### config.mk
export PLATFORM = sky130hd
export DESIGN_NAME = subq_reader
export DESIGN_NICKNAME = d
export VERILOG_FILES = /design/src/rtl/subq_pkg.sv /design/src/rtl/subq_rx.sv /design/src/rtl/subq_ram.sv /design/src/rtl/subq_host.sv /design/src/rtl/subq_reader.sv
export SDC_FILE = /design/constraint.sdc
export NUM_CORES = 1
export LEC_CHECK = 0
export ABC_AREA = 1
export BUFFER_PORTS_ARGS = -buffer_cell sky130_fd_sc_hd__clkbuf_2
export CAP_MARGIN = 20
export CORE_AREA = 2 2 106 185
export DETAILED_ROUTE_END_ITERATION = 7
export DIE_AREA = 0 0 108 187
export GPL_TIMING_DRIVEN = 0
export PLACE_DENSITY = 0.67
export SYNTH_ARGS = -nofsm -noshare
export SYNTH_HDL_FRONTEND = slang
export SYNTH_SLANG_ARGS = --single-unit
### constraint.sdc
create_clock -name clk_i -period 5.7 [get_ports clk_i]
set_input_delay 0.855 -clock clk_i [delete_from_list [all_inputs] [get_ports clk_i]]
set_output_delay 0.855 -clock clk_i [all_outputs]
set_load 0.1 [all_outputs]
### src/rtl/subq_pkg.sv
package subq_pkg;
  parameter int NIB_W      = 4;
  parameter int DATA_BITS  = 80;
  parameter int FRAME_BITS = 96;
  parameter int MON_BIT    = 2;
  localparam int NWORDS    = DATA_BITS / NIB_W;
  localparam int CNT_W     = $clog2(FRAME_BITS + 1);
  localparam int ADDR_W    = $clog2(NWORDS + 1);
  localparam int BPOS_W    = $clog2(NIB_W);
endpackage

### src/rtl/subq_rx.sv
module subq_rx
  import subq_pkg::*;
(
  input  logic              clk_i,
  input  logic              rst_ni,
  input  logic              fck_i,
  input  logic              s0_i,
  input  logic              s1_i,
  input  logic              subq_i,
  output logic              sync_o,
  output logic              wr_bank_o,
  output logic              full_o,
  output logic              we_o,
  output logic [ADDR_W-1:0] waddr_o,
  output logic [BPOS_W-1:0] wbit_o,
  output logic              wdata_o
);
  logic             fck_q, armed_q, bank_q;
  logic [CNT_W-1:0] cnt_q;
  logic             fall;

  assign fall      = fck_q & ~fck_i;
  assign sync_o    = fall & s0_i & s1_i;
  assign wr_bank_o = bank_q;
  assign full_o    = armed_q && (cnt_q == CNT_W'(FRAME_BITS));
  assign we_o      = fall && !sync_o && armed_q && (cnt_q < CNT_W'(DATA_BITS));
  assign waddr_o   = ADDR_W'(cnt_q >> BPOS_W);
  // MSB-first inside each nibble
  assign wbit_o    = BPOS_W'(NIB_W - 1) - cnt_q[BPOS_W-1:0];
  assign wdata_o   = subq_i;

  always_ff @(posedge clk_i or negedge rst_ni) begin
    if (!rst_ni) begin
      fck_q   <= 1'b1;
      armed_q <= 1'b0;
      bank_q  <= 1'b1;
      cnt_q   <= '0;
    end else begin
      fck_q <= fck_i;
      if (sync_o) begin
        cnt_q   <= '0;
        armed_q <= 1'b1;
        bank_q  <= ~bank_q;
      end else if (fall && armed_q && cnt_q < CNT_W'(FRAME_BITS)) begin
        cnt_q <= cnt_q + 1'b1;
      end
    end
  end

  p_cnt_bound_r3: assert property (@(posedge clk_i) disable iff (!rst_ni)
    cnt_q <= CNT_W'(FRAME_BITS));
  p_sync_restart_r1: assert property (@(posedge clk_i) disable iff (!rst_ni)
    sync_o |=> (cnt_q == '0) && (bank_q != $past(bank_q)));
  p_cnt_hold_r3: assert property (@(posedge clk_i) disable iff (!rst_ni)
    !fall |=> $stable(cnt_q));
endmodule

### src/rtl/subq_ram.sv
module subq_ram
  import subq_pkg::*;
(
  input  logic              clk_i,
  input  logic              we_i,
  input  logic              wbank_i,
  input  logic [ADDR_W-1:0] waddr_i,
  input  logic [BPOS_W-1:0] wbit_i,
  input  logic              wdata_i,
  input  logic              rbank_i,
  input  logic [ADDR_W-1:0] raddr_i,
  output logic [NIB_W-1:0]  rdata_o
);
  logic [NIB_W-1:0] mem_q [2][NWORDS];

  always_ff @(posedge clk_i) begin
    if (we_i) mem_q[wbank_i][waddr_i][wbit_i] <= wdata_i;
  end

  assign rdata_o = (raddr_i < ADDR_W'(NWORDS)) ? mem_q[rbank_i][raddr_i] : '0;
endmodule

### src/rtl/subq_host.sv
module subq_host
  import subq_pkg::*;
(
  input  logic              clk_i,
  input  logic              rst_ni,
  input  logic              sync_i,
  input  logic              wr_bank_i,
  input  logic              full_i,
  input  logic              crc_ok_i,
  input  logic              rd_cmd_i,
  input  logic              rd_strb_i,
  input  logic [NIB_W-1:0]  rdata_i,
  output logic              rbank_o,
  output logic [ADDR_W-1:0] raddr_o,
  output logic              rd_en_no,
  output logic              dc_no,
  output logic [NIB_W-1:0]  bus_o
);
  logic              en_n_q, dc_n_q, bank_q, pend_q, reading_q;
  logic [ADDR_W-1:0] addr_q;
  logic [NIB_W-1:0]  nib_q, mon;

  assign rbank_o  = bank_q;
  assign raddr_o  = pend_q ? addr_q : ADDR_W'(addr_q + 1'b1);
  assign rd_en_no = en_n_q;
  assign dc_no    = dc_n_q;

  always_comb begin
    mon          = '0;
    mon[MON_BIT] = en_n_q;
    bus_o        = reading_q ? nib_q : mon;
  end

  always_ff @(posedge clk_i or negedge rst_ni) begin
    if (!rst_ni) begin
      en_n_q    <= 1'b1;
      dc_n_q    <= 1'b1;
      bank_q    <= 1'b0;
      pend_q    <= 1'b0;
      reading_q <= 1'b0;
      addr_q    <= '0;
      nib_q     <= '0;
    end else if (sync_i) begin
      if (full_i && crc_ok_i) begin
        en_n_q    <= 1'b0;
        dc_n_q    <= 1'b1;
        bank_q    <= wr_bank_i;  // bank just closed
        addr_q    <= '0;
        pend_q    <= 1'b1;
        reading_q <= 1'b0;
      end else if (!en_n_q && bank_q == ~wr_bank_i) begin
        en_n_q    <= 1'b1;
        dc_n_q    <= 1'b1;
        pend_q    <= 1'b0;
        reading_q <= 1'b0;
      end
    end else if (pend_q) begin
      nib_q  <= rdata_i;
      dc_n_q <= 1'b0;
      pend_q <= 1'b0;
    end else if (reading_q && rd_strb_i) begin
      if (addr_q == ADDR_W'(NWORDS - 1)) begin
        en_n_q    <= 1'b1;
        dc_n_q    <= 1'b1;
        reading_q <= 1'b0;
      end else begin
        addr_q <= raddr_o;
        nib_q  <= rdata_i;
      end
    end else if (rd_cmd_i && !dc_n_q && !reading_q) begin
      reading_q <= 1'b1;
    end
  end

  p_dc_needs_en_r6: assert property (@(posedge clk_i) disable iff (!rst_ni)
    !dc_n_q |-> !en_n_q);
  p_dc_lags_en_r6: assert property (@(posedge clk_i) disable iff (!rst_ni)
    $fell(en_n_q) |=> $fell(dc_n_q));
  p_read_in_window_r8: assert property (@(posedge clk_i) disable iff (!rst_ni)
    reading_q |-> (!en_n_q && !dc_n_q));
  p_addr_bound_r8: assert property (@(posedge clk_i) disable iff (!rst_ni)
    addr_q < ADDR_W'(NWORDS));
  p_monitor_r7: assert property (@(posedge clk_i) disable iff (!rst_ni)
    !reading_q |-> (bus_o[MON_BIT] == rd_en_no && $countones(bus_o) <= 1));
endmodule

### src/rtl/subq_reader.sv
module subq_reader
  import subq_pkg::*;
(
  input  logic             clk_i,
  input  logic             rst_ni,
  input  logic             fck_i,
  input  logic             s0_i,
  input  logic             s1_i,
  input  logic             subq_i,
  input  logic             crc_ok_i,
  input  logic             rd_cmd_i,
  input  logic             rd_strb_i,
  output logic             rd_en_no,
  output logic             dc_no,
  output logic [NIB_W-1:0] bus_o
);
  logic              sync, wr_bank, full, we, wdata, rbank;
  logic [ADDR_W-1:0] waddr, raddr;
  logic [BPOS_W-1:0] wbit;
  logic [NIB_W-1:0]  rdata;

  subq_rx u_rx (
    .clk_i, .rst_ni, .fck_i, .s0_i, .s1_i, .subq_i,
    .sync_o(sync), .wr_bank_o(wr_bank), .full_o(full), .we_o(we),
    .waddr_o(waddr), .wbit_o(wbit), .wdata_o(wdata)
  );

  subq_ram u_ram (
    .clk_i, .we_i(we), .wbank_i(wr_bank), .waddr_i(waddr), .wbit_i(wbit),
    .wdata_i(wdata), .rbank_i(rbank), .raddr_i(raddr), .rdata_o(rdata)
  );

  subq_host u_host (
    .clk_i, .rst_ni, .sync_i(sync), .wr_bank_i(wr_bank), .full_i(full),
    .crc_ok_i, .rd_cmd_i, .rd_strb_i, .rdata_i(rdata), .rbank_o(rbank),
    .raddr_o(raddr), .rd_en_no, .dc_no, .bus_o
  );

  // released bank is never the write target while offered
  p_no_write_offered_r10: assert property (@(posedge clk_i) disable iff (!rst_ni)
    (we && !rd_en_no) |-> (wr_bank != rbank));
endmodule

==> impl_summary.txt, run 1 <==
----------------------------------------------------
[Drt]
  Routed via count divided by cell count ... 5.50
  1st-pass router iterations ... 5
  Number of DRC violations after detailed-routing iteration 0 ... 528
  Remaining routing DRC violations ... 0
  Average wire per standard cell ... 18.5 microns
  Number of vias in the routed layout ... 7276
  Post-detailed-routing wire length ... 24500 microns
  Antenna Nets Post-Route ... 0

[Synth]
  Sequential element share of the synthesized area ... 58.9%
  Area share of the leading cell type in the synthesized netlist ... 52.3%
  Count of cell types in the netlist ... 34
  Mean instance size in the synthesized netlist ... 8.87 sq um
  Top post-synthesis cells by area ... sky130_fd_sc_hd__edfxtp_1 (52%), sky130_fd_sc_hd__nand2_1 (11%), sky130_fd_sc_hd__nor2_1 (10%), sky130_fd_sc_hd__dfrtp_1 (5.4%), sky130_fd_sc_hd__nand3_1 (5.1%)
  Cell count after synthesis ... 1036
  Net Count, Synth ... 1050
  Synthesized area ... 9190 sq um
  Most area-hungry cell type in the Yosys netlist ... sky130_fd_sc_hd__edfxtp_1
  Flops & latches, synth ... 184
  Count of warnings emitted by yosys ... 0

[STA]
  Final setup violation count ... 0
  Setup skew after layout ... 0.0102 ns
  Least setup slack across all paths after layout ... 3.14 ns
  Final count of pins violating max slew ... 0
  Final period demand of the worst path ... 2.56 ns
  Post-route setup TNS ... 0 ns
  Worst slew margin relative to its limit ... 44.1%
  Peak clock frequency supported by timing ... 390 MHz
  Final number of hold-violating endpoints ... 0
  Unrepaired setup endpoints after global routing ... false
  Worst Tran Pin Value ... 0.839 ns
  Final worst-path cycle share ... 45.0%

[GRT]
  Antenna violations before repair ... 0
  First-pass GRT wire length ... 38100 microns
  Vias in the first global route ... 7227
  Overall global routing resource usage ... 25.5%
  Maximum number of pins on one net before global-route repair ... 108
  Grt ovf ... 0

[Layout]
  Layout net count ... 1084
  Fraction of layout instances using a drive strength above 1 ... 14.2%
  Post-route cell area ... 10200 sq um
  Antenna diode count ... 0
  Layout overhead on the synthesized area ... 11.0%

[Worst setup path]
  Buffers & Inverters on Critical Path ... 2
  Delay of the slowest cell on the worst path ... 0.53 ns
  Slowest cell on the critical path ... sky130_fd_sc_hd__clkbuf_1
  Cell breakdown of the critical path ... ha_1, inv_1, o21ai_1, clkbuf_1, nand3_1, nand3_1, nand3_1, nand2_1, nand2_1, nand2_1, nand2_1
  Most frequent CP cell ... sky130_fd_sc_hd__nand2_1
  Sort of element at the start of the critical path ... flip-flop
  Req. time, crit path ... 6.02 ns
  Crit-path max FO ... 10
  Arrival time of data at the critical path endpoint ... 2.88 ns
  Cell class contributing the biggest share of worst-path delay ... simple AND/OR/NAND/NOR gates
  Worst Setup Path Type ... flip-flop to flip-flop
  Category of the worst setup path capture point ... flip-flop

[Clock tree]
  Clock tree sinks ... 184
  CTS tree ... built
  Clock tree root buffer cell ... sky130_fd_sc_hd__clkbuf_16
  H-Tree Level Count ... 4
  Clock-pin slew reported for the worst setup and hold paths after clock tree synthesis ... 0.07 ns
  Maximum count of clock buffers along a single path ... 2
  Number of buffers inserted during clock tree synthesis ... 17
  Buffer count from post-CTS setup fixing ... 0
  Clock latency reported for the late side of the worst-skew pair ... 0.44 ns
  Cts hold-fix bufs ... 0
  Post-cts resize count ... 0

[Place]
  Port Buf Inserts ... 14
  Post-DP HPWL ... 17100 microns
  Worst slack after detailed placement ... 2.97 ns
  Dpl cell area ... 9590 sq um
  Routability congestion estimate from global placement ... 0.897

[Floorplan]
  X dimension of the die ... 108 microns
  Io pins ... 15
  Height of the die ... 187 microns
  Std-Cell Core Area ... 18900 sq um
  Initial Util ... 48.7%
  Die ar. ... 20200 sq um
  Site row count ... 67

[Pwr]
  Maximum VDD drop ... 0.000264 V
  Static power due to leakage ... 3.98 nW
  Power per cell area ... 436 nW/um^2

[Flow run]
  Number of maximum-capacitance constraint violations ... 0

[Min path]
  Worst Hold Class ... input port to async pin

[Status]
  Run status ... finished, final reports clean

----------------------------------------------------
cell usage after synthesis, drive strengths merged:
master / n
clkbuf: 24
o31ai: 1
a21boi: 1
o21ai: 24
xnor2: 1
o22ai: 1
nor3: 28
xor2: 2
nor2: 262
dfrtp: 20
a21oi: 10
clkinv: 4
buf: 27
edfxtp: 160
or2: 1
dfstp: 4
nand3: 96
nand2: 320
ha: 5
inv: 41
nand4: 4
logic make-up after synthesis:
logic type               synth area share, %
AND/OR/NAND/NOR                         33.0
flip-flops                              58.9
buffers and inverters                   4.88
AO/OA/AOI/OAI                           2.23
adder cells (fa/ha/maj)                0.681
XOR/XNOR                               0.286
where the power goes:
part | internal, mW | switching (mW) | leakage, nW
sequential | 1.53 | 0.0597 | 1.73
combinational | 0.359 | 1.26 | 1.96
clock | 0.699 | 0.535 | 0.288
sequential cells by signal, summed over array words and instances, names as in the netlist:
| signal | flops |
|---|---|
| u_host.rbank_o | 1 |
| u_rx.armed_q | 1 |
| u_rx.wr_bank_o | 1 |
| u_host.pend_q | 1 |
| u_rx.fck_q | 1 |
| u_host.addr_q | 5 |
| u_host.reading_q | 1 |
| u_ram.mem_q | 160 |
| u_host.rd_en_no | 1 |
| u_rx.cnt_q | 7 |
| u_host.nib_q | 4 |
| u_host.dc_no | 1 |
per-stage QoR:
stage / cells / power, mW / hold WS [ns] / utilization [%]
2_1_floorplan: 1036 / 2.68 / 0.449 / -
3_3_place_gp: 1291 / 3.21 / 0.470 / 50.7
3_5_place_dp: 1292 / 3.21 / 0.485 / 50.8
4_1_cts: 1324 / 4.43 / 0.431 / 54.1
5_1_grt: 1324 / 4.61 / 0.473 / 54.1
6_report: 1324 / 4.44 / 0.411 / 54.1
worst reg2reg max path, stage by stage (launching register included):
cell and delay, ns:
sky130_fd_sc_hd__dfrtp_1 0.45, sky130_fd_sc_hd__ha_1 0.31, sky130_fd_sc_hd__inv_1 0.03, sky130_fd_sc_hd__o21ai_1 0.29
sky130_fd_sc_hd__clkbuf_1 0.53, sky130_fd_sc_hd__nand3_1 0.24, sky130_fd_sc_hd__nand3_1 0.11, sky130_fd_sc_hd__nand3_1 0.14
sky130_fd_sc_hd__nand2_1 0.13, sky130_fd_sc_hd__nand2_1 0.06, sky130_fd_sc_hd__nand2_1 0.11, sky130_fd_sc_hd__nand2_1 0.06
cell type report:
| type | count | area, sq um |
|---|---|---|
| Fill cell | 1749 | 8660 |
| Sequential cell | 184 | 5410 |
| Multi-Input combinational cell | 756 | 3330 |
| Clock buffer | 17 | 425 |
| Tap cell | 241 | 302 |
| Buffer | 51 | 275 |
| Clock inverter | 15 | 186 |
| Inverter | 45 | 173 |
| Timing Repair Buffer | 15 | 100 |
routing by layer:
metal / up-vias / global-route usage, % / wire length (microns)
met5: - / 0 / 0
met4: 0 / 15.1 / 1370
met3: 101 / 3.45 / 1130
met2: 262 / 46.2 / 13200
met1: 3454 / 27.6 / 8830
li1: 3459 / - / -
placed cells by master, fill, tap and decap left out, types with 7 or more instances in the layout:
cell type,n
sky130_fd_sc_hd__nor2_1,244
sky130_fd_sc_hd__nand3_1,94
sky130_fd_sc_hd__nand2_1,277
sky130_fd_sc_hd__nor2_2,16
sky130_fd_sc_hd__buf_2,16
sky130_fd_sc_hd__dfrtp_1,20
sky130_fd_sc_hd__inv_2,8
sky130_fd_sc_hd__clkbuf_1,24
sky130_fd_sc_hd__nor3_1,26
sky130_fd_sc_hd__o21ai_0,19
sky130_fd_sc_hd__clkbuf_16,17
sky130_fd_sc_hd__nand2_2,43
sky130_fd_sc_hd__edfxtp_1,160
sky130_fd_sc_hd__inv_1,33
sky130_fd_sc_hd__inv_6,7
sky130_fd_sc_hd__a21oi_1,10
sky130_fd_sc_hd__clkbuf_2,13
path summary, 6_finish.rpt:
check,endpoint,start,slack [ns],cells after the start
worst max register to register,u_host.nib_q[1],u_host.addr_q[0],3.14,11
worst max-delay path,u_host.nib_q[1],u_host.addr_q[0],3.14,11
min in group clk_i,u_host.nib_q[0],u_host.nib_q[0],0.50,2
worst min-delay path,u_rx.cnt_q[0],rst_ni,0.41,1
worst min register to register,u_host.nib_q[0],u_host.nib_q[0],0.50,2
max in group asynchronous,u_host.addr_q[1],rst_ni,4.89,1
(Power assumes the default switching activity.)
==> run 2, diff against run 1 <==
Settings changed: ABC_AREA 1 to 0, CORE_AREA 2 2 106 185 to 2 2 102 177, DIE_AREA 0 0 108 187 to 0 0 104 179, PLACE_DENSITY 0.67 to 0.69.
Clock period 5.7 ns to 2.31 ns, I/O delays scaled along.
==> run 2 against run 1 <==
The run now ends with setup timing left. Sequential cell count is the same. First-iteration DRC count shrank 9.1%. Largest power group unchanged. Largest cell class unchanged. Core utilization grew 2.4 points. Routed wire length shrank 16%. Final cell count shrank 28%. Count of clock-buffer cells in the layout is the same. Synthesized cell count shrank 36%.
==> impl_summary.txt, run 2 <==
----------------------------------------------------
[Layout]
  Final instance count without filler cells ... 948
  Antenna diode count ... 0
  Most common cell after layout, fill and taps aside ... sky130_fd_sc_hd__nor2_1
  Fin util ... 56.5%
  Registers with the most flip-flops ... u_ram.mem_q x160, u_rx.cnt_q x7, u_host.addr_q x5
  Layout net count ... 718
  Layout overhead on the synthesized area ... 16.2%
  Flip-flop count of the largest register after layout ... 160
  Post-route cell area ... 9770 sq um
  Largest register by flop count ... u_ram.mem_q
  Most frequent cells in the layout ... sky130_fd_sc_hd__nor2_1 (180), sky130_fd_sc_hd__edfxtp_1 (160), sky130_fd_sc_hd__nand2_1 (53), sky130_fd_sc_hd__mux4_2 (29), sky130_fd_sc_hd__clkbuf_2 (28)
  Fraction of layout instances using a drive strength above 1 ... 21.3%

[Worst setup path]
  Arrival time of data at the critical path endpoint ... 2.76 ns
  Req. time, crit path ... 2.67 ns
  Worst Setup Path Type ... flip-flop to flip-flop
  Sort of element at the start of the critical path ... flip-flop
  Crit-path max FO ... 8
  Category of the worst setup path capture point ... flip-flop

[Place]
  Post-DP HPWL ... 14300 microns
  Dpl cell area ... 8800 sq um
  Routability congestion estimate from global placement ... 0.939
  Count of placed standard cells including taps ... 904
  Port Buf Inserts ... 14

[Synth]
  Net Count, Synth ... 672
  Top cells by instance count after synthesis ... sky130_fd_sc_hd__nor2_1 (181), sky130_fd_sc_hd__edfxtp_1 (160), sky130_fd_sc_hd__nand2_1 (53), sky130_fd_sc_hd__mux4_2 (28), sky130_fd_sc_hd__clkbuf_1 (27)
  Sequential element share of the synthesized area ... 64.4%
  Top post-synthesis cells by area ... sky130_fd_sc_hd__edfxtp_1 (57%), sky130_fd_sc_hd__nor2_1 (8.1%), sky130_fd_sc_hd__mux4_2 (7.5%), sky130_fd_sc_hd__dfrtp_1 (6.0%), sky130_fd_sc_hd__nand2_1 (2.4%)
  Cell count after synthesis ... 658
  Share of synthesized flip-flops with an asynchronous set or reset ... 13.0%
  Mean instance size in the synthesized netlist ... 12.8 sq um
  Most area-hungry cell type in the Yosys netlist ... sky130_fd_sc_hd__edfxtp_1
  Most common cell in the synthesized netlist ... sky130_fd_sc_hd__nor2_1
  Predominant post-synthesis flop cell ... sky130_fd_sc_hd__edfxtp_1
  Count of warnings emitted by yosys ... 0
  EDFF count, synth ... 160
  Count of cell types in the netlist ... 57
  Area share of the leading cell type in the synthesized netlist ... 57.2%
  Flops & latches, synth ... 184
  Synthesized area ... 8410 sq um

[GRT]
  Maximum number of pins on one net before global-route repair ... 107
  Grt ovf ... 0
  First-pass GRT wire length ... 31400 microns
  Overall global routing resource usage ... 22.9%
  Antenna violations before repair ... 0
  Vias in the first global route ... 5588

[Floorplan]
  Initial Util ... 48.6%
  X dimension of the die ... 104 microns
  Height of the die ... 179 microns
  Std-Cell Core Area ... 17300 sq um
  Site row count ... 64
  Io pins ... 15
  Die ar. ... 18600 sq um

[STA]
  Unrepaired setup endpoints after global routing ... true
  Peak clock frequency supported by timing ... 416 MHz
  Final period demand of the worst path ... 2.40 ns
  Final worst-path cycle share ... 104%
  Minimum hold slack ... 0.0187 ns
  Least setup slack across all paths after layout ... -0.0913 ns
  Setup skew after layout ... 0.0162 ns
  Final count of pins violating max slew ... 0
  Final number of hold-violating endpoints ... 0
  Final setup violation count ... 3
  Worst slew margin relative to its limit ... 28.5%
  Worst Tran Pin Value ... 1.06 ns

[Drt]
  Average wire per standard cell ... 21.8 microns
  1st-pass router iterations ... 5
  Number of vias in the routed layout ... 5546
  Antenna Nets Post-Route ... 0
  Post-detailed-routing wire length ... 20700 microns
  Remaining routing DRC violations ... 0
  Routed via count divided by cell count ... 5.85
  Number of DRC violations after detailed-routing iteration 0 ... 480

[Status]
  Violations in the final reports ... setup timing
  Run status ... complete, but fails checks

[Clock tree]
  H-Tree Level Count ... 4
  Clock tree sinks ... 184
  CTS tree ... built
  Clock latency reported for the late side of the worst-skew pair ... 0.44 ns
  Number of buffers inserted during clock tree synthesis ... 17
  Maximum count of clock buffers along a single path ... 2
  Clock-pin slew reported for the worst setup and hold paths after clock tree synthesis ... 0.08 ns
  Clock tree root buffer cell ... sky130_fd_sc_hd__clkbuf_16

[Flow run]
  Number of maximum-capacitance constraint violations ... 0

[Pwr]
  Maximum VDD drop ... 0.000532 V
  Static power due to leakage ... 3.20 nW
  Total power ... 10.9 mW
  Power per cell area ... 1110 nW/um^2

[Min path]
  Worst Hold Class ... input port to flip-flop

----------------------------------------------------
[run 2: cell count changes after synthesis, moves of 8 or more]
cell	delta
sky130_fd_sc_hd__mux4_2	+28
sky130_fd_sc_hd__nand2_1	-224
sky130_fd_sc_hd__nor2_2	-16
sky130_fd_sc_hd__inv_1	-30
sky130_fd_sc_hd__mux2_2	+8
sky130_fd_sc_hd__o21ai_0	-15
sky130_fd_sc_hd__nor2_1	-63
sky130_fd_sc_hd__inv_2	-8
sky130_fd_sc_hd__nand3_1	-76
sky130_fd_sc_hd__nor3_1	-21
sky130_fd_sc_hd__nand2_2	-43
sky130_fd_sc_hd__mux2i_1	+15
[run 2: logic make-up (layout without fill, tap and decap cells)]
group | count (synthesis) | after routing | synth area share, %
DFF | 184 | 184 | 64.4
and+or+nand+nor | 304 | 304 | 15.6
buffers and inverters | 44 | 103 | 2.19
adders and majority gates | 5 | 5 | 0.744
AOI/OAI and AO/OA | 53 | 53 | 4.78
xor gates and xnor gates | 16 | 16 | 1.67
muxes | 52 | 52 | 10.7
[run 2: what timing repair did]
| item | 4_1_cts | 5_1_grt |
|---|---|---|
| hold buffers | 1 | 0 |
| setup endpoints to repair | 154 | 123 |
| resized for setup | 46 | 23 |
| setup buffers | 12 | 0 |
| pin swaps | 6 | 0 |
| cloned | 1 | 0 |
| hold endpoints to repair | 20 | 0 |
[run 2: path summary, 6_finish.rpt]
kind / start / endpoint / slack, ns / cells after the start
min reg2reg: u_host.dc_no / u_host.dc_no / 0.54 / 2
max reg2reg: u_host.addr_q[0] / u_host.nib_q[1] / -0.09 / 6
min: fck_i / u_rx.fck_q / 0.02 / 1
min in group asynchronous: rst_ni / u_host.nib_q[0] / 0.48 / 2
max in group asynchronous: rst_ni / u_host.pend_q / 1.35 / 2
max: u_host.addr_q[0] / u_host.nib_q[1] / -0.09 / 6
[run 2: power breakdown]
group          switching, mW  internal (mW)  total [mW]
Clock                   1.38           1.55        2.93
Sequential             0.163           3.76        3.92
Combinational           2.33           1.70        4.03
Total                   3.87           7.01        10.9
[run 2: per-stage QoR]
stage / worst slack (ns) / setup TNS, ns
2_1_floorplan: 0.0415 / 0
3_3_place_gp: -0.699 / -59.10
3_5_place_dp: -0.735 / -33.52
4_1_cts: -0.0732 / -0.123
5_1_grt: -0.107 / -0.329
6_report: -0.0913 / -0.192
[run 2: final cells by class]
| class | instances | area (sq um) |
|---|---|---|
| multi-input combinational | 430 | 2980 |
| tap | 231 | 289 |
| timing repair buffer | 29 | 249 |
| inverter | 4 | 16.3 |
| clock buffer | 17 | 425 |
| sequential | 184 | 5410 |
| buffer | 38 | 219 |
| fill | 1406 | 7530 |
| clock inverter | 15 | 180 |
[run 2: critical path: stages (launching register included)]
cell	delay, ns
sky130_fd_sc_hd__dfrtp_2	0.48
sky130_fd_sc_hd__ha_4	0.21
sky130_fd_sc_hd__nor2b_2	0.21
sky130_fd_sc_hd__xnor2_1	0.85
sky130_fd_sc_hd__and3_4	0.36
sky130_fd_sc_hd__o41ai_4	0.10
sky130_fd_sc_hd__o211ai_1	0.12
[run 2: routing by layer]
layer	part of all wire (%)	GRT usage (%)	vias to the layer above
met3	4.8	3.45	66
li1	-	-	2499
met5	0	0	-
met4	5.6	14.0	0
met2	54	42.3	203
met1	35	24.5	2778
==> run 3, diff against run 2 <==
Settings changed: ABC_AREA 0 to 1, CORE_AREA 2 2 102 177 to 2 2 106 185, DIE_AREA 0 0 104 179 to 0 0 108 187, PLACE_DENSITY 0.69 to default, PLACE_DENSITY_LB_ADDON from default to 0.2, SLEW_MARGIN from default to 40.
==> run 3 against run 2 <==
The flow now finishes without violations. Die area increased by 8.5%. Non-clock buffer count is the same. Combinational power up 2%. Sequential share of layout area down 2.6 points. Register-to-register slack better by 0.17 ns. Critical endpoint is now u_host.nib_q[0]. Largest power group unchanged. Highest routed layer unchanged.
==> impl_summary.txt, run 3 (same netlist as run 1, synthesis figures left out) <==
----------------------------------------------------
[Layout]
  Sequential cell area ... 5410 sq um
  Antenna diode count ... 0
  Most common cell after layout, fill and taps aside ... sky130_fd_sc_hd__nand2_1
  Registers with the most flip-flops ... u_ram.mem_q x160, u_rx.cnt_q x7, u_host.addr_q x5
  Fraction of layout instances using a drive strength above 1 ... 15.0%
  Largest register by flop count ... u_ram.mem_q
  Combined area of the multi-input logic cells ... 3370 sq um
  Layout net count ... 1086
  Filler cells ... 1744
  Most frequent cells in the layout ... sky130_fd_sc_hd__nand2_1 (276), sky130_fd_sc_hd__nor2_1 (243), sky130_fd_sc_hd__edfxtp_1 (160), sky130_fd_sc_hd__nand3_1 (94), sky130_fd_sc_hd__nand2_2 (42)
  Flip-flop count of the largest register after layout ... 160
  Layout overhead on the synthesized area ... 11.5%

[Flow run]
  Number of maximum-capacitance constraint violations ... 0

[STA]
  Peak clock frequency supported by timing ... 449 MHz
  Final setup violation count ... 0
  Final worst-path cycle share ... 96.5%
  Worst slew margin relative to its limit ... 49.8%
  Final count of pins violating max slew ... 0
  Unrepaired setup endpoints after global routing ... false
  Final number of hold-violating endpoints ... 0
  Final period demand of the worst path ... 2.23 ns
  Post-route setup TNS ... 0 ns
  Setup skew after layout ... 0.00829 ns
  Worst Tran Pin Value ... 0.753 ns

[Clock tree]
  H-Tree Level Count ... 4
  Number of buffers inserted during clock tree synthesis ... 17
  Maximum count of clock buffers along a single path ... 2
  CTS tree ... built
  Clock tree sinks ... 184
  Clock latency reported for the late side of the worst-skew pair ... 0.44 ns
  Clock-pin slew reported for the worst setup and hold paths after clock tree synthesis ... 0.07 ns
  Clock tree root buffer cell ... sky130_fd_sc_hd__clkbuf_16

[Drt]
  Antenna Nets Post-Route ... 0
  Routed via count divided by cell count ... 5.44
  Number of DRC violations after detailed-routing iteration 0 ... 588
  1st-pass router iterations ... 7
  Average wire per standard cell ... 19.1 microns
  Remaining routing DRC violations ... 0
  Number of vias in the routed layout ... 7214
  Post-detailed-routing wire length ... 25300 microns

[Pwr]
  Total power ... 11.0 mW
  Power per cell area ... 1070 nW/um^2
  Static power due to leakage ... 4.01 nW
  Maximum VDD drop ... 0.000734 V

[Worst setup path]
  Req. time, crit path ... 2.69 ns
  Worst Setup Path Type ... flip-flop to flip-flop
  Arrival time of data at the critical path endpoint ... 2.61 ns
  Category of the worst setup path capture point ... flip-flop
  Crit-path max FO ... 10
  Sort of element at the start of the critical path ... flip-flop

[GRT]
  First-pass GRT wire length ... 38700 microns
  Vias in the first global route ... 7133
  Maximum number of pins on one net before global-route repair ... 91
  Antenna violations before repair ... 0
  Overall global routing resource usage ... 26.0%
  Grt ovf ... 0

[Floorplan]
  Io pins ... 15
  Site row count ... 67
  Height of the die ... 187 microns
  Die ar. ... 20200 sq um
  Initial Util ... 48.7%
  Std-Cell Core Area ... 18900 sq um
  X dimension of the die ... 108 microns

[Status]
  Run status ... finished, final reports clean

[Place]
  Routability congestion estimate from global placement ... 0.886
  Post-DP HPWL ... 17400 microns
  Port Buf Inserts ... 14

[Min path]
  Worst Hold Class ... input port to flip-flop

----------------------------------------------------
[run 3: cell types whose count changed in the layout (fill, tap and decap cells not counted), moves of 29 or more]
| cell | change |
|---|---|
| sky130_fd_sc_hd__inv_1 | +30 |
| sky130_fd_sc_hd__mux4_2 | -29 |
| sky130_fd_sc_hd__nand2_1 | +223 |
| sky130_fd_sc_hd__nand2_2 | +42 |
| sky130_fd_sc_hd__nand3_1 | +76 |
| sky130_fd_sc_hd__nor2_1 | +63 |
[run 3: timing repair]
action,CTS,global route
gates resized for setup,3,17
hold buffers,2,0
pin swaps,1,3
endpoints found under the hold margin,21,0
endpoints found under the setup margin,11,64
cloned,0,1
buffers inserted,0,2
[run 3: critical path: stages (launching register included)]
cell and delay (ns):
sky130_fd_sc_hd__dfrtp_1 0.34, sky130_fd_sc_hd__buf_4 0.18, sky130_fd_sc_hd__clkbuf_1 0.60, sky130_fd_sc_hd__nor2_1 0.11
sky130_fd_sc_hd__nor2_1 0.17, sky130_fd_sc_hd__nand2_1 0.08, sky130_fd_sc_hd__nand3_1 0.08, sky130_fd_sc_hd__nand3_1 0.12
sky130_fd_sc_hd__nand3_1 0.16, sky130_fd_sc_hd__nand2_1 0.11, sky130_fd_sc_hd__nand2_1 0.07, sky130_fd_sc_hd__nand2_1 0.07
sky130_fd_sc_hd__nand2_1 0.06
[run 3: path summary, 6_finish.rpt]
check | startpoint | endpoint | slack (ns) | depth (start not counted)
max | u_host.rbank_o | u_host.nib_q[0] | 0.08 | 12
min | s0_i | u_rx.cnt_q[2] | 0.36 | 4
max reg2reg | u_host.rbank_o | u_host.nib_q[0] | 0.08 | 12
min reg2reg | u_host.nib_q[0] | u_host.nib_q[0] | 0.49 | 2
max in group asynchronous | rst_ni | u_host.addr_q[1] | 1.47 | 2
min in group asynchronous | rst_ni | u_host.reading_q | 0.44 | 2
[run 3: power breakdown]
part | switching (mW) | internal, mW | total [mW] | leakage [nW]
clock | 1.39 | 1.53 | 2.92 | 0.283
combinational | 3.20 | 0.931 | 4.13 | 2.00
sequential | 0.144 | 3.78 | 3.93 | 1.73
total | 4.73 | 6.25 | 11.0 | 4.01
[run 3: metrics by stage]
stage	util [%]	cells	setup slack [ns]	area, sq um	hold WS (ns)
6_report	54.3	1326	0.0814	10200	0.356
5_1_grt	54.3	1326	0.0000260	10200	0.423
4_1_cts	54.1	1326	0.00156	10200	0.352
3_5_place_dp	50.9	1292	-0.247	9600	0.383
3_3_place_gp	50.7	1291	-0.499	9560	0.375
2_1_floorplan	-	1036	0.162	9190	0.0509
[run 3: layer usage]
metal / GRT usage (%) / vias to the layer above / share of wire, %
met5: 0 / - / 0
met3: 3.76 / 67 / 5.0
met2: 47.9 / 239 / 55
li1: - / 3455 / -
met4: 13.5 / 0 / 4.8
met1: 28.1 / 3453 / 35
[run 3: final cells by class]
type,instances,share of cell area (%)
Inverter,45,1.77
Sequential cell,184,52.8
Clock inverter,15,1.53
Clock buffer,17,4.15
Timing Repair Buffer,19,1.38
Multi-Input combinational cell,757,32.9
Tap cell,241,2.94
Buffer,48,2.50
